==> src/rtl/scl_timer_pkg.sv <==
`timescale 1ns/1ps
package scl_timer_pkg;

  // Length of one half period in peripheral clocks for a given field value.
  function automatic logic [31:0] half_cycles(input logic [31:0] field,
                                              input int unsigned presc);
    return 32'(presc) * (field + 32'd1);
  endfunction

  // Length of one quarter of a half period.
  function automatic logic [31:0] quarter_cycles(input logic [31:0] field,
                                                 input int unsigned presc);
    return half_cycles(field, presc) >> 2;
  endfunction

endpackage

==> src/rtl/scl_presc.sv <==
`timescale 1ns/1ps
// Divides the clock into base steps; four steps per field count give the
// overall divide-by-PRESC.
module scl_presc #(
  parameter int unsigned SUB = 2
) (
  input  logic clk,
  input  logic rst_n,
  input  logic run,
  output logic tick
);
  generate
    if (SUB > 1) begin : g_cnt
      localparam int unsigned SW = $clog2(SUB);
      logic [SW-1:0] sub_q;

      always_ff @(posedge clk or negedge rst_n) begin
        if (!rst_n)                       sub_q <= '0;
        else if (!run)                    sub_q <= '0;
        else if (sub_q == SW'(SUB - 1))   sub_q <= '0;
        else                              sub_q <= sub_q + 1'b1;
      end

      assign tick = run && (sub_q == SW'(SUB - 1));

      AST_PRESC_GAP: assert property (@(posedge clk) disable iff (!rst_n)
        tick |=> !tick);
    end else begin : g_pass
      assign tick = run;
    end
  endgenerate
endmodule

==> src/rtl/scl_half_cnt.sv <==
`timescale 1ns/1ps
// Counts field+1 steps per quarter and four quarters per half period.
module scl_half_cnt #(
  parameter int unsigned FIELD_W = 16
) (
  input  logic               clk,
  input  logic               rst_n,
  input  logic               run,
  input  logic               step,
  input  logic [FIELD_W-1:0] field,
  output logic               quarter_done,
  output logic               half_done,
  output logic [1:0]         qidx
);
  logic [FIELD_W-1:0] fcnt_q;
  logic               fcnt_wrap;

  assign fcnt_wrap    = (fcnt_q == field);
  assign quarter_done = step && fcnt_wrap;
  assign half_done    = quarter_done && (qidx == 2'd3);

  always_ff @(posedge clk or negedge rst_n) begin
    if (!rst_n) begin
      fcnt_q <= '0;
      qidx   <= '0;
    end else if (!run) begin
      fcnt_q <= '0;
      qidx   <= '0;
    end else if (step) begin
      if (fcnt_wrap) begin
        fcnt_q <= '0;
        qidx   <= qidx + 2'd1;
      end else begin
        fcnt_q <= fcnt_q + 1'b1;
      end
    end
  end

  AST_FCNT_BOUND: assert property (@(posedge clk) disable iff (!rst_n)
    run |-> (fcnt_q <= field));
  AST_QIDX_ADVANCE: assert property (@(posedge clk) disable iff (!rst_n)
    quarter_done |=> (qidx == $past(qidx) + 2'd1));
endmodule

==> src/rtl/scl_phase_ctrl.sv <==
`timescale 1ns/1ps
// Holds the SCL level, latches the active field at each edge and registers
// the phase and quarter pulses.
module scl_phase_ctrl
  import scl_timer_pkg::*;
#(
  parameter int unsigned FIELD_W = 16,
  parameter int unsigned PRESC   = 8
) (
  input  logic                 clk,
  input  logic                 rst_n,
  input  logic                 enable,
  input  logic [2*FIELD_W-1:0] div_word,
  input  logic                 quarter_done,
  input  logic                 half_done,
  output logic                 run,
  output logic [FIELD_W-1:0]   field,
  output logic                 scl_level,
  output logic                 phase_tick,
  output logic                 quarter_tick
);
  logic               active_q;
  logic               start;
  logic [FIELD_W-1:0] lo_field;
  logic [FIELD_W-1:0] hi_field;

  assign lo_field = div_word[FIELD_W-1:0];
  assign hi_field = div_word[2*FIELD_W-1:FIELD_W];
  assign start    = enable && !active_q;
  assign run      = enable && active_q;

  always_ff @(posedge clk or negedge rst_n) begin
    if (!rst_n) begin
      active_q     <= 1'b0;
      scl_level    <= 1'b1;
      field        <= '0;
      phase_tick   <= 1'b0;
      quarter_tick <= 1'b0;
    end else if (!enable) begin
      active_q     <= 1'b0;
      scl_level    <= 1'b1;
      phase_tick   <= 1'b0;
      quarter_tick <= 1'b0;
    end else if (start) begin
      active_q     <= 1'b1;
      scl_level    <= 1'b0;
      field        <= lo_field;
      phase_tick   <= 1'b1;
      quarter_tick <= 1'b1;
    end else begin
      phase_tick   <= half_done;
      quarter_tick <= quarter_done;
      if (half_done) begin
        scl_level <= ~scl_level;
        field     <= scl_level ? lo_field : hi_field;
      end
    end
  end

  // Cycle count since the current phase began, kept for the checks below.
  logic [31:0] len_cnt;
  always_ff @(posedge clk or negedge rst_n) begin
    if (!rst_n)                       len_cnt <= '0;
    else if (start || half_done)      len_cnt <= '0;
    else if (run)                     len_cnt <= len_cnt + 32'd1;
    else                              len_cnt <= '0;
  end

  AST_HALF_LEN: assert property (@(posedge clk) disable iff (!rst_n)
    (run && half_done) |-> (len_cnt == half_cycles(32'(field), PRESC) - 32'd1));
  AST_FIELD_HOLD: assert property (@(posedge clk) disable iff (!rst_n)
    (run && !half_done) |=> $stable(field));
  AST_IDLE_HIGH: assert property (@(posedge clk) disable iff (!rst_n)
    !enable |=> (scl_level && !phase_tick && !quarter_tick));
  AST_FALL_TICK: assert property (@(posedge clk) disable iff (!rst_n)
    $fell(scl_level) |-> phase_tick);
endmodule

==> src/rtl/scl_split_timer.sv <==
`timescale 1ns/1ps
module scl_split_timer #(
  parameter int unsigned FIELD_W = 16,
  parameter int unsigned PRESC   = 8
) (
  input  logic                 clk,
  input  logic                 rst_n,
  input  logic                 enable,
  input  logic [2*FIELD_W-1:0] div_word,
  output logic                 scl_level,
  output logic                 phase_tick,
  output logic                 quarter_tick,
  output logic [1:0]           quarter_idx,
  output logic                 presc_tick
);
  localparam int unsigned SUB = PRESC / 4;

  initial begin
    AST_PRESC_SHAPE: assert (PRESC >= 4 && PRESC % 4 == 0);
  end

  logic               run;
  logic               step;
  logic               quarter_done;
  logic               half_done;
  logic [FIELD_W-1:0] field;

  scl_phase_ctrl #(.FIELD_W(FIELD_W), .PRESC(PRESC)) u_ctrl (
    .clk          (clk),
    .rst_n        (rst_n),
    .enable       (enable),
    .div_word     (div_word),
    .quarter_done (quarter_done),
    .half_done    (half_done),
    .run          (run),
    .field        (field),
    .scl_level    (scl_level),
    .phase_tick   (phase_tick),
    .quarter_tick (quarter_tick)
  );

  scl_presc #(.SUB(SUB)) u_presc (
    .clk   (clk),
    .rst_n (rst_n),
    .run   (run),
    .tick  (step)
  );

  scl_half_cnt #(.FIELD_W(FIELD_W)) u_half (
    .clk          (clk),
    .rst_n        (rst_n),
    .run          (run),
    .step         (step),
    .field        (field),
    .quarter_done (quarter_done),
    .half_done    (half_done),
    .qidx         (quarter_idx)
  );

  assign presc_tick = step;

  AST_PHASE_QUARTER0: assert property (@(posedge clk) disable iff (!rst_n)
    phase_tick |-> (quarter_tick && quarter_idx == 2'd0));
  AST_PHASE_SINGLE: assert property (@(posedge clk) disable iff (!rst_n)
    phase_tick |=> !phase_tick);
endmodule

==> config.mk <==
export PLATFORM = sky130hd
export DESIGN_NAME = scl_split_timer
export DESIGN_NICKNAME = d
export VERILOG_FILES = /design/src/rtl/scl_timer_pkg.sv /design/src/rtl/scl_presc.sv /design/src/rtl/scl_half_cnt.sv /design/src/rtl/scl_phase_ctrl.sv /design/src/rtl/scl_split_timer.sv
export SDC_FILE = /design/constraint.sdc
export NUM_CORES = 1
export LEC_CHECK = 0
export BUFFER_PORTS_ARGS = -buffer_cell sky130_fd_sc_hd__buf_2
export CAP_MARGIN = 20
export CELL_PAD_IN_SITES_DETAIL_PLACEMENT = 0
export CELL_PAD_IN_SITES_GLOBAL_PLACEMENT = 2
export CORE_ASPECT_RATIO = 2
export CORE_MARGIN = 2
export CORE_UTILIZATION = 33
export DETAILED_ROUTE_END_ITERATION = 7
export GPL_TIMING_DRIVEN = 0
export PLACE_DENSITY_LB_ADDON = 0.1
export SLEW_MARGIN = 20
export SYNTH_ARGS = -nofsm -noshare
export SYNTH_HDL_FRONTEND = slang
export SYNTH_SLANG_ARGS = --single-unit
export TNS_END_PERCENT = 50
==> constraint.sdc <==
create_clock -name clk -period 2.8 [get_ports clk]
set_clock_uncertainty 0.1 [all_clocks]
set_input_delay 0 -clock clk [delete_from_list [all_inputs] [get_ports clk]]
set_output_delay 0 -clock clk [all_outputs]
set_load 0.01 [all_outputs]
==> out/qor.txt <==
Clk sinks = 39
Vias/cell = 5.62
Std-Cell Rows = 46
Area grow syn2layout = 27.0%
Most frequent cells in the layout = 52 x nand2_1, 42 x buf_2, 39 x nand3_1, 38 x o21ai_0, 38 x dfrtp_1
Dpl cells = 480
Failing checks = hold timing
Vias in the first global route = 2935
Net Count, Synth = 381
Die ar. = 8930 um^2
Flop pwr share = 43.2%
Io pins = 41
Period minus WS final = 2.50 ns
HPWL after detailed placement = 7010 um
Final Hold Fails = 2
Max-cap violations = 0
IO buf count = 40
Die width = 67.8 um
Drt wl/cell = 18.8 um
CTS H-Tree Depth = 2
Antenna viol nets, final = 0
Sw power = 393 uW
HP Class = in -> reg
Status = complete, but fails checks
Setup TNS = 0 ns
Commonest non-fill, non-tap cell in the layout = nand2_1
Slew headroom = 34.4%
Seq/Total Area, Yosys = 36.4%
Peak VDD IR = 0.211 mV
Worst EP arrival = 2.55 ns
Nets = 454
Hold Worst Slack = -0.00209 ns
CTS root buf = clkbuf_16
Seq cells post-synth = 39
Part of the power in the clock network = 40.4%
Mapped Avg Cell Area = 7.81 um^2
Worst-Margin Slew = 0.984 ns
ANT cells = 0
Global route overflow = 0
Unrepaired setup endpoints after global routing = false
CP Class = reg -> reg
Setup bufs post-CTS = 0
Leak = 0.00133 uW
Fillcell total = 860
Final cell count without fillers = 514
Initial Util = 33.8%
Core area = 7940 um^2
Via count = 2891
Tot GR Track Use = 23.1%
GPL Wtd Cong = 0.796
Setup crit end kind = flop
Initial antenna violation count = 0
1st-pass router iterations = 5
CTS Buf Count = 5
Sw frac = 27.7%
Drt total wl = 9660 um
R2R cell count = 7
Post-Syn Area = 2690 um^2
Largest net degree at the start of global routing = 40
Initial DRC count = 217
Required time of the critical path = 2.85 ns
Cells after Synth = 344
# DRC = 0
Worst-path fanout max = 10
Clk_lat worst skew = 0.29 ns
Startpoint Class = flop
Clock transition at the registers of the reported paths = 0.06 ns
Die H = 132 um
First-pass GRT wire length = 15600 um
Cell Pwr Density = 415 nW/um^2
Internal power = 1020 uW
Unique cell type count in the Yosys netlist = 34
CTS tree = built
Hold Path Depth = 5
Tcrit/Tclk final = 89.2%
Layout cells sized above 1 = 12.9%
Slew Viols, Final = 0
Max Root-Sink Buffers = 2
Yosys warns = 0
Combinational Power Share = 16.4%
Final core utilization = 43.0%
Setup Viol. Count Final = 0
Fmax = 400 MHz
## worst max-delay path, cell delays in order (launching register included)
cell and delay (ns):
dfrtp_1 0.45, xnor2_1 0.22, nand4_1 0.19, or4_1 0.55, buf_2 0.19, clkbuf_1 0.31, o21ai_0 0.21, o21ai_0 0.13
## cells in the mapped netlist
cell type  number  share of area, %
and2_0          1              0.23
a21oi_1        22               4.1
dfstp_2         1              0.98
xnor2_1        15               4.9
or4_1           2              0.56
o21ai_0        38               7.1
a31oi_1         1              0.23
buf_4           1              0.28
nand2_1        52               7.3
o311ai_0        2              0.65
xnor2_2         2               1.2
inv_1           5              0.70
a222oi_1       16               6.0
a311o_1         1              0.37
and4_1          3              0.98
buf_2           2              0.37
o21a_1          1              0.28
nand2b_1        1              0.23
nand3_1        39               7.3
and2_1         18               4.2
clkbuf_1       28               3.9
or3_1           3              0.70
and3_1         13               3.0
nor3_1          4              0.74
buf_6           1              0.42
nor2_1          4              0.56
nor4_1         12               2.8
nand4_1        11               2.6
o311ai_1        1              0.33
clkinv_1        2              0.28
ha_1            2              0.93
xor2_1          1              0.33
nor2b_1         1              0.23
dfrtp_1        38                35
## state kept, by name (all words and copies together) (netlist names)
signal / cells
u_ctrl.phase_tick: 1
u_ctrl.field: 16
u_ctrl.scl_level: 1
u_ctrl.active_q: 1
u_half.fcnt_q: 16
u_half.qidx: 2
u_presc.g_cnt.sub_q: 1
u_ctrl.quarter_tick: 1
## stage by stage
stage               worst slack [ns]  total power (uW)  instance area, um^2
floorplan                      0.713               739                 2690
global placement               0.109               825                 3010
detailed placement             0.137               829                 3010
CTS                            0.121              1430                 3410
global route                   0.136              1480                 3410
finish                         0.301              1420                 3410
## path summary, 6_finish.rpt
check,from,to,slack (ns)
max,u_half.fcnt_q[2],u_half.fcnt_q[10],0.30
min,div_word[19],u_ctrl.field[3],-0.002
max reg2reg,u_half.fcnt_q[2],u_half.fcnt_q[10],0.30
min reg2reg,u_half.qidx[1],u_half.qidx[1],0.47
max in group asynchronous,rst_n,u_ctrl.field[9],1.68
min in group asynchronous,rst_n,u_ctrl.active_q,0.31
## layer usage
layer,up-vias,GRT usage [%],share of wire (%)
met2,62,41.6,55
met5,-,0,0
met4,0,8.89,2.6
met3,16,2.57,2.4
met1,1405,26.7,40
li1,1408,-,-
## final cells by class
class / instances / area (um^2) / area share (%)
Clock inverter: 1 / 5.00 / 0.147
Buffer: 32 / 134 / 3.92
Timing Repair Buffer: 66 / 460 / 13.5
Multi-Input combinational cell: 266 / 1560 / 45.6
Clock buffer: 7 / 133 / 3.89
Sequential cell: 39 / 977 / 28.6
Inverter: 7 / 26.3 / 0.770
Tap cell: 96 / 120 / 3.52
## kinds of logic (layout without fill, tap and decap cells)
logic type      after synthesis  after routing  synth area share (%)
compound gates               82             82                  19.0
xor+xnor                     18             18                  6.42
fa+ha+maj                     2              2                 0.931
buf+inv                      39            113                  5.96
flops                        39             39                  36.4
simple gates                164            164                  31.3
## what timing repair did
item / 4_1_cts / 5_1_grt
endpoints found under the setup margin: 0 / 10
hold buffers: 26 / 0
resized for setup: 0 / 1
hold endpoints to repair: 56 / 0
## power groups by stage
stage               Sequential (uW)  Combinational [uW]  Clock, uW
detailed placement              623                 206          0
floorplan                       616                 123          0
global route                    616                 257        605
finish                          613                 232        573
CTS                             613                 234        587
global placement                621                 203          0
Note: power is estimated with default switching activity, not from simulation.
